<file path="config.mk">
export PLATFORM = sky130hd
export DESIGN_NAME = fifo_mark_ctrl
export DESIGN_NICKNAME = d
export VERILOG_FILES = /design/src/rtl/fifo_mark_ctrl.sv
export SDC_FILE = /design/constraint.sdc
export NUM_CORES = 1
export LEC_CHECK = 0
export BUFFER_PORTS_ARGS = -buffer_cell sky130_fd_sc_hd__buf_2
export CAP_MARGIN = 30
export CORE_MARGIN = 1.5
export CORE_UTILIZATION = 55
export DETAILED_ROUTE_END_ITERATION = 10
export MAX_ROUTING_LAYER = met4
export PLACE_DENSITY = 0.75
export SYNTH_ARGS = -nofsm -noshare
export SYNTH_HDL_FRONTEND = slang
export SYNTH_SLANG_ARGS = --single-unit
export TNS_END_PERCENT = 100
</file>
<file path="constraint.sdc">
create_clock -name clk -period 3.4 [get_ports clk]
set_input_delay 0.17 -clock clk [delete_from_list [all_inputs] [get_ports clk]]
set_output_delay 0.17 -clock clk [all_outputs]
set_load 0.01 [all_outputs]
</file>
<file path="src/rtl/fifo_mark_ctrl.sv">
module fifo_mark_ctrl #(
  parameter int W  = 8,
  parameter int AW = 4
) (
  input  logic         clk,
  input  logic         mrst_n,
  input  logic         fwft_sel,
  input  logic         ld_en,
  input  logic         wr_en,
  input  logic [W-1:0] wr_data,
  input  logic         rd_en,
  input  logic         mark,
  input  logic         retx,
  output logic [W-1:0] rd_data,
  output logic         rdy_out,
  output logic         rdy_in,
  output logic         half_full
);
  localparam int DEPTH = 1 << AW;
  localparam int PW    = AW + 1;

  logic [W-1:0]  mem [DEPTH];
  logic [PW-1:0] wr_ptr, rd_ptr, mark_ptr;
  logic          fwft_q, ov_q, mark_vld;

  logic [PW-1:0] mem_cnt, guard, used, head_pos;
  logic [PW:0]   stored;
  logic          space, has_word, do_wr, do_retx, std_rd, fw_take, fw_load, adv;

  assign mem_cnt  = wr_ptr - rd_ptr;
  assign guard    = mark_vld ? mark_ptr : rd_ptr;
  assign used     = wr_ptr - guard;
  assign space    = used < PW'(DEPTH);
  assign has_word = mem_cnt != '0;
  assign do_wr    = ld_en && wr_en && space;
  assign do_retx  = retx && mark_vld;
  assign std_rd   = !fwft_q && ld_en && rd_en && has_word && !do_retx;
  assign fw_take  = fwft_q && ld_en && rd_en && ov_q && !do_retx;
  assign fw_load  = fwft_q && !do_retx && has_word && (!ov_q || fw_take);
  assign adv      = std_rd || fw_load;
  assign head_pos = rd_ptr - PW'(fwft_q && ov_q);
  assign stored   = {1'b0, mem_cnt} + (PW+1)'(fwft_q && ov_q);

  assign rdy_out   = fwft_q ? ov_q : has_word;
  assign rdy_in    = space;
  assign half_full = stored > (PW+1)'(DEPTH / 2);

  always_ff @(posedge clk) begin
    if (do_wr && mrst_n) mem[wr_ptr[AW-1:0]] <= wr_data;
  end

  always_ff @(posedge clk) begin
    if (!mrst_n) begin
      wr_ptr   <= '0;
      rd_ptr   <= '0;
      mark_ptr <= '0;
      mark_vld <= 1'b0;
      ov_q     <= 1'b0;
      rd_data  <= '0;
      fwft_q   <= fwft_sel;
    end else begin
      if (do_wr) wr_ptr <= wr_ptr + 1'b1;
      if (do_retx) begin
        rd_ptr   <= mark_ptr;
        mark_vld <= 1'b0;
        if (fwft_q) ov_q <= 1'b0;
      end else begin
        if (mark) begin
          mark_ptr <= head_pos;
          mark_vld <= 1'b1;
        end
        if (adv) begin
          rd_data <= mem[rd_ptr[AW-1:0]];
          rd_ptr  <= rd_ptr + 1'b1;
        end
        if (fw_load) ov_q <= 1'b1;
        else if (fw_take) ov_q <= 1'b0;
      end
    end
  end

  AST_NO_OVERFLOW: assert property (@(posedge clk) disable iff (!mrst_n)
    (ld_en && wr_en && !rdy_in) |=> wr_ptr == $past(wr_ptr));
  AST_LD_GATES_WRITE: assert property (@(posedge clk) disable iff (!mrst_n)
    (!ld_en) |=> wr_ptr == $past(wr_ptr));
  AST_GUARD_SPAN: assert property (@(posedge clk) disable iff (!mrst_n)
    used <= PW'(DEPTH));
  AST_EMPTY_READ_HOLD: assert property (@(posedge clk) disable iff (!mrst_n)
    (!fwft_q && ld_en && rd_en && !rdy_out && !retx) |=> $stable(rd_data));
  AST_FWFT_FILL: assert property (@(posedge clk) disable iff (!mrst_n)
    (fwft_q && !ov_q && has_word && !retx) |=> ov_q);
  AST_RETX_RELOAD: assert property (@(posedge clk) disable iff (!mrst_n)
    (retx && mark_vld) |=> rd_ptr == $past(mark_ptr));
endmodule

</file>
## Yosys cells after proc, flatten, opt, wreduce, memory -nomap -nowiden

Memories as Yosys holds them, arrays and structs flattened. A register that Yosys moved wholly into a read port is not among the register bits.
Index checks and enable logic that the tools add are counted.

| word-level totals | value |
|---|---|
| flip-flop bits (word level) | 18 |
| RAM bits | 128 |
| word-level logic and storage cells | 57 |
| memories | 1 |

| operators by class | value |
|---|---|
| $add $sub $neg | 6 |
| magnitude comparators | 2 |
| equal/unequal tests | 1 |
| mux-type cells | 10 |
| bitwise operators | 2 |
| reductions and logical operators | 29 |

Memories:

| name | words | width | rd ports | clocked after memory_dff | wr ports | line | source |
|---|---|---|---|---|---|---|---|
| mem | 16 | 8 | 1 | 1 | 1 | 22 | `logic [W-1:0] mem [DEPTH];` |

Operator list:

| cell | number |
|---|---|
| 1-bit logical AND | 16 |
| 5-bit two-way mux | 3 |
| 5-bit by 1-bit adder with 5-bit output, second input constant | 2 |
| 5-bit subtractor | 2 |
| 1-bit two-way mux | 7 |
| 5-bit by 1-bit adder with 6-bit output | 1 |
| 6-bit by 4-bit > comparator with 1-bit output, second input constant | 1 |
| 2-bit AND reduction | 3 |
| 5-bit < comparator, second input constant | 1 |
| 5-bit nonzero test | 1 |
| 5-bit by 1-bit subtractor with 5-bit output | 1 |
| 1-bit zero test | 4 |
| 3-bit nonzero test | 1 |
| 1-bit logical OR | 2 |
| 2-bit != test, second input constant | 1 |
| 1-bit inverter | 2 |
| 2-bit nonzero test | 1 |
| 2-bit OR reduction | 1 |

## Logic depth before layout (Yosys ltp)

| depth | value |
|---|---|
| word-level depth | 9 |
| mapped depth | 11 |
| gate-level depth less buffers | 10 |

## Worst setup path before layout

OpenSTA, ideal clock, no wires.

| timing | value |
|---|---|
| kind | flip-flop to flip-flop |
| start | register rd_ptr[2] |
| end | memory mem[3][0] (enable) |
| setup time | 0.395 ns |
| arrival | 2.848 ns |
| data required time | 3.005 ns |
| slack | 0.157 ns |
| stages on the path, launching flop included | 10 |
| path buffers | 2 |
| period minus slack after synthesis | 3.243 ns |
| cell sequence | dfxtp_1 clkbuf_1 buf_1 mux2i_1 ha_1 o211ai_1 a21oi_4 o21ai_2 nand3_2 nor4_1 |

| between the ends | value |
|---|---|
| word-level cells in the longest chain between the ends | 7 |

RTL lines:

| element | line | source |
|---|---|---|
| start: declaration | 23 | `logic [PW-1:0] wr_ptr, rd_ptr, mark_ptr;` |
| start signal: assignment | 64 | `rd_ptr <= mark_ptr;` |
| start signal: assignment | 74 | `rd_ptr <= rd_ptr + 1'b1;` |
| 5-bit two-way mux | 31 | `assign guard = mark_vld ? mark_ptr : rd_ptr;` |
| 5-bit subtractor | 32 | `assign used = wr_ptr - guard;` |
| 5-bit < comparator | 33 | `assign space = used < PW'(DEPTH);` |
| 1-bit logical AND | 35 | `assign do_wr = ld_en && wr_en && space;` |
| 1-bit logical AND | 49 | `if (do_wr && mrst_n) mem[wr_ptr[AW-1:0]] <= wr_data;` |
| 1-bit two-way mux | 49 |  |
| 1-bit two-way mux (not written as such) | 49 |  |
| end: declaration | 22 |  |

Every way passes these cells.

## Final worst setup path

| timing | value |
|---|---|
| start | register wr_ptr[0] |
| end | output port half_full |

| between the ends | value |
|---|---|
| word-level cells in the longest chain between the ends | 3 |

RTL lines:

| element | line | source |
|---|---|---|
| start: declaration | 23 |  |
| start signal: assignment | 62 | `if (do_wr) wr_ptr <= wr_ptr + 1'b1;` |
| 5-bit subtractor | 30 | `assign mem_cnt = wr_ptr - rd_ptr;` |
| 5-bit by 1-bit adder with 6-bit output | 42 | `assign stored = {1'b0, mem_cnt} + (PW+1)'(fwft_q && ov_q);` |
| 6-bit by 4-bit > comparator with 1-bit output | 46 | `assign half_full = stored > (PW+1)'(DEPTH / 2);` |
| end: declaration | 17 | `output logic half_full` |

Every way passes these cells.

==> results.sh <==
export IMPL_run_status="finished, final reports clean"
export IMPL_start_util=0.573
export IMPL_vias=3741
export IMPL_row_count=39
export IMPL_ys_seq_area_frac=0.658
export IMPL_die_x_um=113
export IMPL_grt_pass1_wl_mm=21.1
export IMPL_grt_busiest_layer="met2"
export IMPL_ys_warn_count=0
export IMPL_path_common_cell="a21oi_1"
export IMPL_powerDensity_nw_per_um2=658
export IMPL_critPathKind="reg2out"
export IMPL_drc_errors=0
export IMPL_worst_path_buf_inv=2
export IMPL_setup_viol=0
export IMPL_grt_use_total=0.239
export IMPL_core_sq_um=11600
export IMPL_synth_cells=437
export IMPL_final_net_count=506
export IMPL_post_synth_num_cell_types=48
export IMPL_die_h_um=113
export IMPL_register_area_sq_um=4380
export IMPL_cp_slowest_cell="or4_1"
export IMPL_period_needed_ns=3.24
export IMPL_cp_arrival_ns=3.07
export IMPL_tritoncts="done"
export IMPL_grt_max_degree=36
export IMPL_port_buffers=26
export IMPL_pwr_share_comb=0.193
export IMPL_num_fill_cells=810
export IMPL_fin_crit_sh=0.954
export IMPL_crit_chain="inv_1, ha_1, fa_1, nand2b_1, a21oi_1, xnor2_2, or4_1, a21oi_1, a311oi_1, buf_2"
export IMPL_path_delay_family="simple AND/OR/NAND/NOR gates"
export IMPL_synth_net_count=470
export IMPL_cts_setup_buffers=0
export IMPL_path_max_fanout=7
export IMPL_met1_usage=0.326
export IMPL_finalInstanceArea_sq_um=7530
export IMPL_wl_mm=13.5
export IMPL_hpwl_mm=9.11
export IMPL_intPower_mw=3.61
export IMPL_critPathCaptureType="output port"
export IMPL_ios=27
export IMPL_synth_edf_count=129
export IMPL_cts_root_buf="clkbuf_16"
export IMPL_htreeDepth=4
export IMPL_clockBufferDepth=2
export IMPL_cp_start_kind="register"
export IMPL_die_area_sq_um=12800
export IMPL_overflow=0
export IMPL_avgSynthCellArea_sq_um=15.2
export IMPL_gp_congestion=0.895
export IMPL_rsz0062_at_grt="false"
export IMPL_grt_pass1_vias=3728
export IMPL_p_sw_mw=1.35
export IMPL_swShare=0.272
export IMPL_drt_iter0_markers=364
export IMPL_crit_required_ns=3.23
export IMPL_antenna_found_initial=0
export IMPL_ant_nets=0
export IMPL_synth_async_reset_ratio=0
export IMPL_drv_cap=0
export IMPL_finalNonFillerCells=629
export IMPL_clock_sinks=154
export IMPL_post_drt_wl_per_cell_um=21.4
export IMPL_worstMarginPinSlew_ns=0.689
export IMPL_critical_path_max_stage_delay_ns=0.53
export IMPL_layout_common_cells="edfxtp_1, nand2_1, mux4_2"
export IMPL_multi_input_area_sq_um=2110
export IMPL_synth_top_flop_cell="edfxtp_1"
export IMPL_fmax_ghz=0.308
export IMPL_met2_usage=0.361
export IMPL_synth_area_sq_um=6650
export IMPL_p_leak_nw=2.58
export IMPL_tns_ns=0
export IMPL_clockPowerShare=0.376
export IMPL_drive_gt1_frac=0.237
export IMPL_slew_headroom=0.540
export IMPL_cts_made_buffers=17
export IMPL_power_mw=4.95
export IMPL_synth_seq_cells=154
export IMPL_area_growth_pct=13.3
export IMPL_placed_area_sq_um=6930
export IMPL_place_inst=596
export IMPL_slew_violations=0
export IMPL_viasPerCell=5.95
export IMPL_drt_pass1_iterations=4
export IMPL_met3_usage=0.0643
export IMPL_final_common_cell="edfxtp_1"
export IMPL_n_antenna_cell=0
export IMPL_hold_path_class="in2reg"
export IMPL_insertion_delay_ns=0.43
export IMPL_post_route_util=0.649
export IMPL_clock_skew_ns=0.00793
export IMPL_hold_viol=0
export IMPL_clkTransAtPathRegs_ns=0.06
export IMPL_peakVddDrop_v=0.000491
export IMPL_p_seq_frac=0.431
## repair_timing
action | 4_1_cts | 5_1_grt
hold buffers | 1 | 0
endpoints found under the setup margin | 0 | 1
hold endpoints to repair | 1 | 0
resized for setup | 0 | 1
## registers in the layout (all words and copies together) (netlist names)
name,cells
mark_ptr,5
rd_ptr,5
wr_ptr,5
rd_data,8
mark_vld,1
ov_q,1
mem,128
fwft_q,1
## worst min-delay path, stage by stage
cell     delay [ns]
buf_2          0.09
o21ai_0        0.07
nor2_1         0.08
## power groups by stage
| stage | Combinational [mW] | Clock [mW] | Sequential (mW) |
|---|---|---|---|
| after detailed placement | 0.950 | 0 | 2.18 |
| final | 0.958 | 1.86 | 2.14 |
| after CTS | 0.956 | 1.89 | 2.14 |
| after global routing | 1.05 | 1.96 | 2.14 |
| after floorplan | 0.699 | 0 | 2.17 |
| after global placement | 0.930 | 0 | 2.17 |
## layout make-up
cell class	instances	area share
clock inverters	15	0.0223
inverters	11	0.00548
repair buffers	39	0.0306
clock buffers	17	0.0565
flip-flops and latches	154	0.581
well taps	143	0.0238
multi-input cells	250	0.281
## worst paths after layout
kind	end	from	slack [ns]	depth (start not counted)
worst min-delay path	mark_vld	mark	0.03	3
worst min register to register	rd_data[5]	rd_data[5]	0.46	2
worst max register to register	mem[1][4]	mark_vld	0.49	8
worst max-delay path	half_full	wr_ptr[0]	0.16	10
## Yosys cell counts (2+ instances only)
library cell	instances	area, sq um
edfxtp_1	129	3870
nand2_1	54	203
mux4_2	32	721
dfxtp_1	25	500
nor2_1	18	67.6
ha_1	16	200
o21ai_0	16	80.1
and2_1	14	87.6
nand3_1	13	65.1
clkbuf_1	12	45.0
a31oi_1	11	68.8
inv_1	11	41.3
and3_1	9	56.3
xnor2_1	9	78.8
a21oi_1	8	40.0
mux2i_1	7	70.1
nor3_1	6	30.0
a211oi_1	5	37.5
nand2b_1	4	25.0
buf_4	3	22.5
a21o_1	2	15.0
and2_2	2	15.0
buf_1	2	7.51
buf_2	2	10.0
clkbuf_8	2	27.5
nand4_1	2	12.5
xor2_1	2	17.5
## stage by stage
step | setup WS, ns | hold WS [ns]
final | 0.155 | 0.0282
after floorplan | 0.157 | 0.269
after CTS | 0.109 | 0.00921
after detailed placement | 0.495 | 0.352
after global routing | 0.00277 | 0.0874
after global placement | 0.588 | 0.353
## routing by layer
layer  vias to the layer above  wire [um]
met5                         -          0
met4                         0        255
met3                        18       1040
met2                       146       6580
met1                      1837       5600
li1                       1740          -
## kinds of logic (layout without fill, tap and decap cells)
family / count (synthesis) / count (layout) / synth area share
flip-flops: 154 / 154 / 0.658
AND/OR/NAND/NOR: 129 / 129 / 0.0948
AO/OA/AOI/OAI: 52 / 52 / 0.0514
multiplexers: 40 / 40 / 0.121
buffers and inverters: 33 / 82 / 0.0248
adder cells (fa/ha/maj): 17 / 17 / 0.0331
XOR/XNOR: 12 / 12 / 0.0169
Note: power is estimated with default switching activity, not from simulation.
